**src/rtl/dag_pkg.sv**
```systemverilog
// Shared definitions for the data address generator.
// Assumes the modify code is carried as 3 bits on the request port.
package dag_pkg;
    typedef enum logic [2:0] {
        MOD_HOLD  = 3'd0,
        MOD_INC   = 3'd1,
        MOD_DEC   = 3'd2,
        MOD_ADDX  = 3'd3,
        MOD_SUBX  = 3'd4,
        MOD_RADDX = 3'd5,
        MOD_RSUBX = 3'd6,
        MOD_SPARE = 3'd7
    } mod_e;
endpackage

```
**src/rtl/dag_revadd.sv**
```systemverilog
// Reverse-carry adder/subtractor: mirrors both operands, adds or
// subtracts them, and mirrors the result, so carries run MSB to LSB.
// Assumes a purely combinational use inside one cycle.
module dag_revadd #(
    parameter int W = 16
) (
    input  logic [W-1:0] a,
    input  logic [W-1:0] b,
    input  logic         sub,
    output logic [W-1:0] y
);
    logic [W-1:0] ra, rb, rs;

    // Bit mirroring of operands and result
    for (genvar i = 0; i < W; i++) begin : g_mirror
        assign ra[i] = a[W-1-i];
        assign rb[i] = b[W-1-i];
        assign y[i]  = rs[W-1-i];
    end

    // Ordinary add or two's-complement subtract in mirrored domain
    always_comb rs = ra + (sub ? ~rb : rb) + {{(W-1){1'b0}}, sub};
endmodule

```
**src/rtl/dag_postmod.sv**
```systemverilog
// Computes the post-modified value of the selected pointer register.
// Assumes idx is the index register value from before this cycle's update.
module dag_postmod
    import dag_pkg::*;
#(
    parameter int W = 16
) (
    input  logic [W-1:0] cur,
    input  logic [W-1:0] idx,
    input  logic [2:0]   mod,
    output logic [W-1:0] nxt
);
    logic [W-1:0] rev_y;
    logic         rev_sub;

    assign rev_sub = (mod_e'(mod) == MOD_RSUBX);

    dag_revadd #(.W(W)) u_rev (
        .a   (cur),
        .b   (idx),
        .sub (rev_sub),
        .y   (rev_y)
    );

    // Select the modification rule
    always_comb begin
        unique case (mod_e'(mod))
            MOD_INC:   nxt = cur + W'(1);
            MOD_DEC:   nxt = cur - W'(1);
            MOD_ADDX:  nxt = cur + idx;
            MOD_SUBX:  nxt = cur - idx;
            MOD_RADDX,
            MOD_RSUBX: nxt = rev_y;
            default:   nxt = cur;
        endcase
    end
endmodule

```
**src/rtl/dag_regfile.sv**
```systemverilog
// Pointer registers, page register and selector with write priority.
// Assumes upd_en is asserted only for indirect accesses; the external
// write is applied after the access update so it wins a collision.
module dag_regfile #(
    parameter int W    = 16,
    parameter int NPTR = 8,
    parameter int PW   = 9,
    localparam int SW  = $clog2(NPTR),
    localparam int WSW = $clog2(NPTR + 2)
) (
    input  logic                   clk,
    input  logic                   rst_n,
    input  logic                   upd_en,
    input  logic [W-1:0]           upd_val,
    input  logic                   ptr_load,
    input  logic [SW-1:0]          ptr_val,
    input  logic                   wr_en,
    input  logic [WSW-1:0]         wr_sel,
    input  logic [W-1:0]           wr_data,
    output logic [NPTR-1:0][W-1:0] ptr_q,
    output logic [SW-1:0]          sel_q,
    output logic [PW-1:0]          page_q
);
    // Pointer registers: access update then external write
    always_ff @(posedge clk) begin
        if (!rst_n) begin
            ptr_q <= '0;
        end else begin
            if (upd_en)
                ptr_q[sel_q] <= upd_val;
            if (wr_en && wr_sel < WSW'(NPTR))
                ptr_q[wr_sel[SW-1:0]] <= wr_data;
        end
    end

    // Selector: access load then external write
    always_ff @(posedge clk) begin
        if (!rst_n) begin
            sel_q <= '0;
        end else begin
            if (upd_en && ptr_load)
                sel_q <= ptr_val;
            if (wr_en && wr_sel == WSW'(NPTR + 1))
                sel_q <= wr_data[SW-1:0];
        end
    end

    // Page register: external write only
    always_ff @(posedge clk) begin
        if (!rst_n)
            page_q <= '0;
        else if (wr_en && wr_sel == WSW'(NPTR))
            page_q <= wr_data[PW-1:0];
    end


    quiet_hold_chk: assert property (@(posedge clk) disable iff (!rst_n)
        (!upd_en && !wr_en) |=> ($stable(ptr_q) && $stable(sel_q) && $stable(page_q)));


    write_wins_chk: assert property (@(posedge clk) disable iff (!rst_n)
        (wr_en && wr_sel < WSW'(NPTR)) |=> ptr_q[$past(wr_sel[SW-1:0])] == $past(wr_data));


    sel_load_chk: assert property (@(posedge clk) disable iff (!rst_n)
        (upd_en && ptr_load && !wr_en) |=> sel_q == $past(ptr_val));
endmodule

```
**src/rtl/dag_top.sv**
```systemverilog
// Data address generator top: forms direct or indirect addresses,
// post-modifies the selected pointer register, and registers the output.
// Assumes W == PW + OW so a direct address fills the full width.
module dag_top #(
    parameter int W    = 16,
    parameter int NPTR = 8,
    parameter int PW   = 9,
    parameter int OW   = 7,
    localparam int SW  = $clog2(NPTR),
    localparam int WSW = $clog2(NPTR + 2)
) (
    input  logic           clk,
    input  logic           rst_n,
    input  logic           req_valid,
    input  logic           req_indirect,
    input  logic [OW-1:0]  req_offset,
    input  logic [2:0]     req_mod,
    input  logic           req_ptr_load,
    input  logic [SW-1:0]  req_ptr_val,
    input  logic           wr_en,
    input  logic [WSW-1:0] wr_sel,
    input  logic [W-1:0]   wr_data,
    output logic [W-1:0]   addr_out,
    output logic           addr_valid
);
    logic [NPTR-1:0][W-1:0] ptr_q;
    logic [SW-1:0]          sel_q;
    logic [PW-1:0]          page_q;
    logic [W-1:0]           cur_val;
    logic [W-1:0]           nxt_val;
    logic                   upd_en;

    initial assert (W == PW + OW) else $error("page plus offset width must equal W");

    assign upd_en  = req_valid && req_indirect;
    assign cur_val = ptr_q[sel_q];

    dag_postmod #(.W(W)) u_mod (
        .cur (cur_val),
        .idx (ptr_q[0]),
        .mod (req_mod),
        .nxt (nxt_val)
    );

    dag_regfile #(.W(W), .NPTR(NPTR), .PW(PW)) u_regs (
        .clk      (clk),
        .rst_n    (rst_n),
        .upd_en   (upd_en),
        .upd_val  (nxt_val),
        .ptr_load (req_ptr_load),
        .ptr_val  (req_ptr_val),
        .wr_en    (wr_en),
        .wr_sel   (wr_sel),
        .wr_data  (wr_data),
        .ptr_q    (ptr_q),
        .sel_q    (sel_q),
        .page_q   (page_q)
    );

    // Output register: address and strobe one edge after the request
    always_ff @(posedge clk) begin
        if (!rst_n) begin
            addr_out   <= '0;
            addr_valid <= 1'b0;
        end else begin
            addr_valid <= req_valid;
            if (req_valid)
                addr_out <= req_indirect ? cur_val : {page_q, req_offset};
        end
    end


    direct_addr_chk: assert property (@(posedge clk) disable iff (!rst_n)
        (req_valid && !req_indirect) |=> addr_out == {$past(page_q), $past(req_offset)});


    strobe_chk: assert property (@(posedge clk) disable iff (!rst_n)
        !req_valid |=> (!addr_valid && $stable(addr_out)));


    indirect_addr_chk: assert property (@(posedge clk) disable iff (!rst_n)
        upd_en |=> addr_out == $past(ptr_q[sel_q]));


    inc_step_chk: assert property (@(posedge clk) disable iff (!rst_n)
        (upd_en && req_mod == 3'd1 && !wr_en) |=> ptr_q[$past(sel_q)] == $past(cur_val) + W'(1));
endmodule

```
**config.mk**
```make
export PLATFORM = sky130hd
export DESIGN_NAME = dag_top
export DESIGN_NICKNAME = d
export VERILOG_FILES = /design/src/rtl/dag_pkg.sv /design/src/rtl/dag_revadd.sv /design/src/rtl/dag_postmod.sv /design/src/rtl/dag_regfile.sv /design/src/rtl/dag_top.sv
export SDC_FILE = /design/constraint.sdc
export NUM_CORES = 1
export LEC_CHECK = 0
export BUFFER_PORTS_ARGS = -buffer_cell sky130_fd_sc_hd__buf_2
export CORE_MARGIN = 4
export CORE_UTILIZATION = 30
export CTS_BUF_LIST = sky130_fd_sc_hd__clkbuf_2 sky130_fd_sc_hd__clkbuf_4 sky130_fd_sc_hd__clkbuf_8
export CTS_CLUSTER_DIAMETER = 200
export DETAILED_ROUTE_END_ITERATION = 8
export GPL_TIMING_DRIVEN = 0
export PLACE_DENSITY = 0.44
export RECOVER_POWER = 100
export SYNTH_ARGS = -nofsm -noshare
export SYNTH_HDL_FRONTEND = slang
export SYNTH_SLANG_ARGS = --single-unit
```
**constraint.sdc**
```tcl
create_clock -name clk -period 5.7 [get_ports clk]
set_clock_uncertainty 0.2 [all_clocks]
set_input_delay 0.57 -clock clk [delete_from_list [all_inputs] [get_ports clk]]
set_output_delay 0.57 -clock clk [all_outputs]
set_load 0.005 [all_outputs]
```
---- Yosys cells after proc, flatten, opt, wreduce, memory -nomap -nowiden ----
Cells that the tools add are included.
storage, ports and cells
  bits of input ports ..................... 39
  logic and storage cells ................. 57
  output and inout bits ................... 17
  register bits after elaboration ......... 157
operators by class
  add/subtract/negate cells ............... 6
  bitwise logic cells ..................... 1
  $lt $le $gt $ge ......................... 5
  multiplexer cells ....................... 16
  reductions and logical operators ........ 9
  equal/unequal tests ..................... 8
operators with widths
  cell                     count
  $mux W128                3
  $bwmux W128              2
  $demux W16 S3            2
  $mux W16                 5
  $pmux W16 S5             1
  $bmux W16 S3             1
  $add A16 B16 Y16         2
  $add A16 B1 Y16          1
  $add A16 B1 Y16 const B  1
  $not A16 Y16             1
  $sub A16 B1 Y16 const B  1
  $sub A16 B16 Y16         1
  $eq A3 B3 Y1 const B     3
  $eq A4 B4 Y1 const B     2
  $lt A3 B4 Y1 const B     2
  $logic_and A1 B1 Y1      7
  $eq A3 B2 Y1 const B     2
  $ge A3 B1 Y1 const B     2
  $mux W3                  2
  $lt A4 B4 Y1 const B     1
  $eq A3 B1 Y1 const B     1
  $reduce_bool A2 Y1       1
  $reduce_or A2 Y1         1

---- Depth between registers and ports, before layout ----
  depth in word-level cells ............... 10
  gate-level depth with buffers ........... 17
  mapped depth without buffers ............ 16

---- Cells and area by module ----
A second synthesis with hierarchy kept.
second synthesis, totals
  cell total of the unflattened synthesis .. 1381
  area, all modules ....................... 11103.1 um^2
modules (own cells, without submodules)
  module       cells an instance  area each (um^2)  seq. area each (um^2)  times used
  dag_regfile  857                6730.2            2802.7                 1
  dag_top      216                2098.3            340.3                  1
  dag_postmod  211                1488.9            0.0                    1
  dag_revadd   97                 785.8             0.0                    1

---- Least setup slack after synthesis ----
Ideal clock, no wire load.
  path kind ............................... input to register
  start point ............................. input req_mod[0]
  end point ............................... register u_regs.ptr_q[100] in the netlist's numbering
  stages .................................. 14
  buffers on the path ..................... 3
  data arrival time ....................... 3940 ps
  path slack .............................. 1403 ps
  setup time .............................. 157 ps
  data required time ...................... 5343 ps
  path through ............................ clkbuf_1 -> nand3b_1 -> clkbuf_1 -> clkbuf_1 -> xnor2_1 -> ha_1 -> a21o_1 -> a21oi_1 -> o21ai_0 -> o21ai_1 -> a31oi_1 -> nor2_1 -> a211oi_1 -> o221ai_1
on the way
  longest elaborated chain between the ends .. 10
  elaborated cells between the ends (all ways) .. 16
  classes of those cells .................. add/sub (2); eq/ne (6); mux (7); reduce/logical (1)
RTL lines
  item                           line                                  source
  start, declared                dag_top.sv:17                         input logic [2:0] req_mod,
  $eq A3 B3 Y1                   dag_postmod.sv:16, dag_postmod.sv:27
  $mux W16                       dag_revadd.sv:22                      always_comb rs = ra + (sub ? ~rb : rb) + {{(W-1){1'b0}}, sub};
  $add A16 B16 Y16               dag_revadd.sv:22
  $add A16 B1 Y16                dag_revadd.sv:22
  $pmux W16 S5 *                 dag_postmod.sv:27                     unique case (mod_e'(mod))
  $bwmux W128 *                  dag_regfile.sv:30                     ptr_q[sel_q] <= upd_val;
  $mux W128 *                    dag_regfile.sv:29                     if (upd_en)
  $mux W128 *                    dag_regfile.sv:26                     if (!rst_n) begin
  $bwmux W128                    dag_regfile.sv:32                     ptr_q[wr_sel[SW-1:0]] <= wr_data;
  $mux W128 *                    dag_regfile.sv:31                     if (wr_en && wr_sel < WSW'(NPTR))
  end signal, assigned by index  dag_regfile.sv:30
  end signal, assigned by index  dag_regfile.sv:32
  end, declared                  dag_regfile.sv:20                     output logic [NPTR-1:0][W-1:0] ptr_q,
Every way passes the cells marked *; elsewhere a longest branch is shown, timed or not. The select of a mux whose other input is x is not followed.
A chain may end at the register's enable or synchronous reset.

---- Worst setup path in the final report ----
  start point ............................. register u_regs.sel_q[1]
  end point ............................... register u_regs.ptr_q[45] in the netlist's numbering
on the way
  longest elaborated chain between the ends .. 10
  elaborated cells between the ends (all ways) .. 19
  classes of those cells .................. add/sub (6); order compare (2); mux (10); reduce/logical (1)
RTL lines
  item                            line               source
  start, declared                 dag_regfile.sv:21  output logic [SW-1:0] sel_q,
  start signal, assigned          dag_regfile.sv:42  sel_q <= ptr_val;
  start signal, assigned          dag_regfile.sv:44  sel_q <= wr_data[SW-1:0];
  $bmux W16 S3                    dag_top.sv:36      assign cur_val = ptr_q[sel_q];
  $mux W16 (implied by the code)  dag_top.sv:36
  $add A16 B16 Y16                dag_revadd.sv:22
  $add A16 B1 Y16                 dag_revadd.sv:22
  $pmux W16 S5                    dag_postmod.sv:27
  $bwmux W128 *                   dag_regfile.sv:30
  $mux W128 *                     dag_regfile.sv:29
  $mux W128 *                     dag_regfile.sv:26
  $bwmux W128                     dag_regfile.sv:32
  $mux W128 *                     dag_regfile.sv:31
Marked as above.

==> results.toml <==
[outcome]
status = "finished clean"

[pwr]
switching_power_w = 0.00127
power_frac_seq = 0.379
cellPowerDensity_mw_per_mm2 = 263
peakVddDrop_mv = 0.136
clkPwrFrac = 0.297
swShare = 0.415
p_leak_nw = 4.26
internal-power_w = 0.00179
finalPower_w = 0.00306
combPwrFrac = 0.323

[timing]
finalCritPeriodShare = 0.974
tightest_slew_ns = 1.32
hold_violations = 0
setup_viol = 0
layout_min_cycle_time_ns = 5.55
max_freq_ghz = 0.180
slew_headroom = 0.119
slew_violations = 0
rsz0062_at_grt = "false"
hold_slack_ns = 0.133

[critical_path]
crit_top_cell = "buf_2"
crit_fanout = 10
crit_start = "u_regs.sel_q[1]"
path_cells = "buf_2, buf_2, nor2_1, a211oi_1, a31oi_1, a221oi_2, inv_1, ha_1, and3_1, nor2b_1, or3_1, o22ai_1, o21bai_1, mux2i_1, a21oi_1, o221ai_1"
timing.rr.start = "u_regs.sel_q[1]"
worstSetupEndpointType = "flop"
slowest_delay_ns = 0.69
ff2ff_setup_slack_ns = 0.15
critPathLaunchType = "flop"
critical_path_class = "reg2reg"
reg2reg_depth = 16
rr_endpoint = "u_regs.ptr_q[45]"
cp.required_ns = 5.82
arrival_ns = 5.67
endpoint = "u_regs.ptr_q[45]"
cp_slowest_cell = "a21oi_1"

[logic_synthesis]
ys_types = 66
synth_area_leaders = "dfxtp_1 31%, nor2_1 7.2%, mux2i_1 4.2%"
synthesis.instances = 1276
syn_area_mm2 = 0.0103
synth_fp_nets = 1347
synth_ff_type = "dfxtp_1"
yosysWarnings = 0
synth_edf_count = 0
synth_top_area_cell = "dfxtp_1"
ys_seq_area_frac = 0.305
synth-seq-cells = 157
async_flop_share = 0
yosysTopAreaCellShare = 0.305
synth.avg_cell_area_um2 = 8.07

[floorplan]
start_util = 0.306
row_count = 67
fp.dieW_um = 193
die_area_mm2 = 0.0374
fp.dieH_um = 193
pin_count = 56
core_area_mm2 = 0.0337

[routing]
wl_per_cell_um = 26.7
vias = 10800
wirelength_um = 48100
via_per_inst = 6.01
drt_iter0_drc = 1211
drcViolationCount = 0
dr.pass1.iters = 5
postRouteAntennaNets = 0

[layout]
multi_input_area_mm2 = 0.00681
seqCellArea_mm2 = 0.00314
n_antenna_cell = 0
fill_cells = 3633
nets = 1412
area_growth_pct = 13.0
layout-drive-gt1-share = 0.103

[min_path]
holdCritPathClass = "in2reg"

[placement]
dp_hpwl_um = 37200
routabilityCongestion = 0.956
port_buffers = 46

[grt]
grt_pass1_wl_um = 70800
grt_pass1_vias = 10300
grt_overflow = 0
antenna_found_initial = 0
grtUsageTotal = 0.246
grt_max_degree = 19

[clock_network]
path_clk_slew_ns = 0.12
root_buffer = "clkbuf_8"
cts_buffers = 17
ctsLongestPathBuffers = 2
clock-sinks = 157
htree_levels = 4
cts_tree = "built"
clk_latency_ns = 0.48

[run]
drv_cap = 0
kinds of logic (layout without fill, tap and decap cells):
group	count (synthesis)	count (layout)	share of synthesized area
xor+xnor	51	51	0.0434
buf+inv	125	203	0.0464
flops	157	157	0.305
mux	71	71	0.0888
compound gates	380	380	0.277
simple gates	460	460	0.199
fa+ha+maj	32	32	0.0403
power by group through the flow:
stage | registers, W | logic (W) | clock network, W
CTS | 0.00116 | 0.000948 | 0.000927
global route | 0.00116 | 0.00106 | 0.000964
global placement | 0.00118 | 0.000935 | 0
detailed placement | 0.00118 | 0.000931 | 0
floorplan | 0.00117 | 0.000609 | 0
finish | 0.00116 | 0.000988 | 0.000910
critical path, delay by kind of cell (launching register included):
family / cells / cell delay (ns)
AO/OA/AOI/OAI: 7 / 2.21
buffers and inverters: 3 / 1.02
multiplexers: 1 / 0.16
AND/OR/NAND/NOR: 4 / 0.75
adder cells (fa/ha/maj): 1 / 0.37
flip-flops: 1 / 0.67
cell usage in the layout (no fill, tap or decap), types with 30 or more instances in the layout:
cell / netlist / routed
o22ai_1: 52 / 51
ha_1: 30 / 30
xnor2_1: 31 / 31
nor2_1: 198 / 196
o32ai_1: 41 / 41
dfxtp_1: 157 / 156
a21oi_1: 48 / 47
buf_2: 7 / 42
mux2i_1: 43 / 40
nand2_1: 98 / 98
nand3_1: 42 / 42
o21ai_0: 36 / 33
clkbuf_1: 87 / 97
nor3_1: 48 / 47
per-stage QoR:
step	TNS, ns	worst slack [ns]	instances	cell area [µm²]	utilization
global route	0	0.0156	1802	11600	0.345
CTS	0	0.0112	1802	11600	0.344
global placement	-70.77	-0.985	1770	11100	0.329
finish	0	0.151	1802	11600	0.345
floorplan	0	1.40	1276	10300	-
detailed placement	-62.87	-0.843	1770	11100	0.329
per-layer routing:
layer  share of wire  track usage  vias up
li1                -            -     4953
met3           0.060       0.0390       61
met5               0            0        -
met4           0.031       0.0782        0
met2            0.45        0.389      437
met1            0.46        0.345     5382
sequential cells by signal, indices dropped and copies added (netlist names):
name and cells:
addr_out 16, u_regs.sel_q 3, u_regs.page_q 9, addr_valid 1, u_regs.ptr_q 128
cells in the mapped netlist (all sizes together) (24+ instances only):
master	n
nor2	198
dfxtp	157
nand2	98
clkbuf	87
o22ai	52
a21oi	48
nor3	48
mux2i	44
nand3	42
o32ai	41
o21ai	38
xnor2	31
ha	30
o221ai	30
o22a	24
o311a	24
cell type report:
| type | count | area share |
|---|---|---|
| multi-input cells | 994 | 0.585 |
| plain buffers | 105 | 0.0353 |
| clock inverters | 14 | 0.0151 |
| flip-flops and latches | 157 | 0.270 |
| clock buffers | 18 | 0.0213 |
| repair buffers | 46 | 0.0187 |
| inverters | 20 | 0.00645 |
| well taps | 448 | 0.0482 |
worst min path at each step:
| stage | cells after the start | startpoint | end | slack [ns] |
|---|---|---|---|---|
| after floorplan | 2 | u_regs.ptr_q[116] | u_regs.ptr_q[116] | 0.25 |
| after detailed placement | 2 | addr_out[7] | addr_out[7] | 0.27 |
| final | 3 | wr_data[8] | u_regs.page_q[8] | 0.13 |
| after CTS | 3 | wr_data[8] | u_regs.page_q[8] | 0.13 |
| after global placement | 2 | addr_out[7] | addr_out[7] | 0.26 |
| after global routing | 3 | wr_data[8] | u_regs.page_q[8] | 0.16 |
timing repair:
item,4_1_cts,5_1_grt
endpoints found under the hold margin,0,0
hold buffers,0,0
gates resized for setup,19,15
setup buffers,0,0
endpoints found under the setup margin,128,111
pin swaps,0,1
No activity file was read; power rests on OpenSTA's default activity.
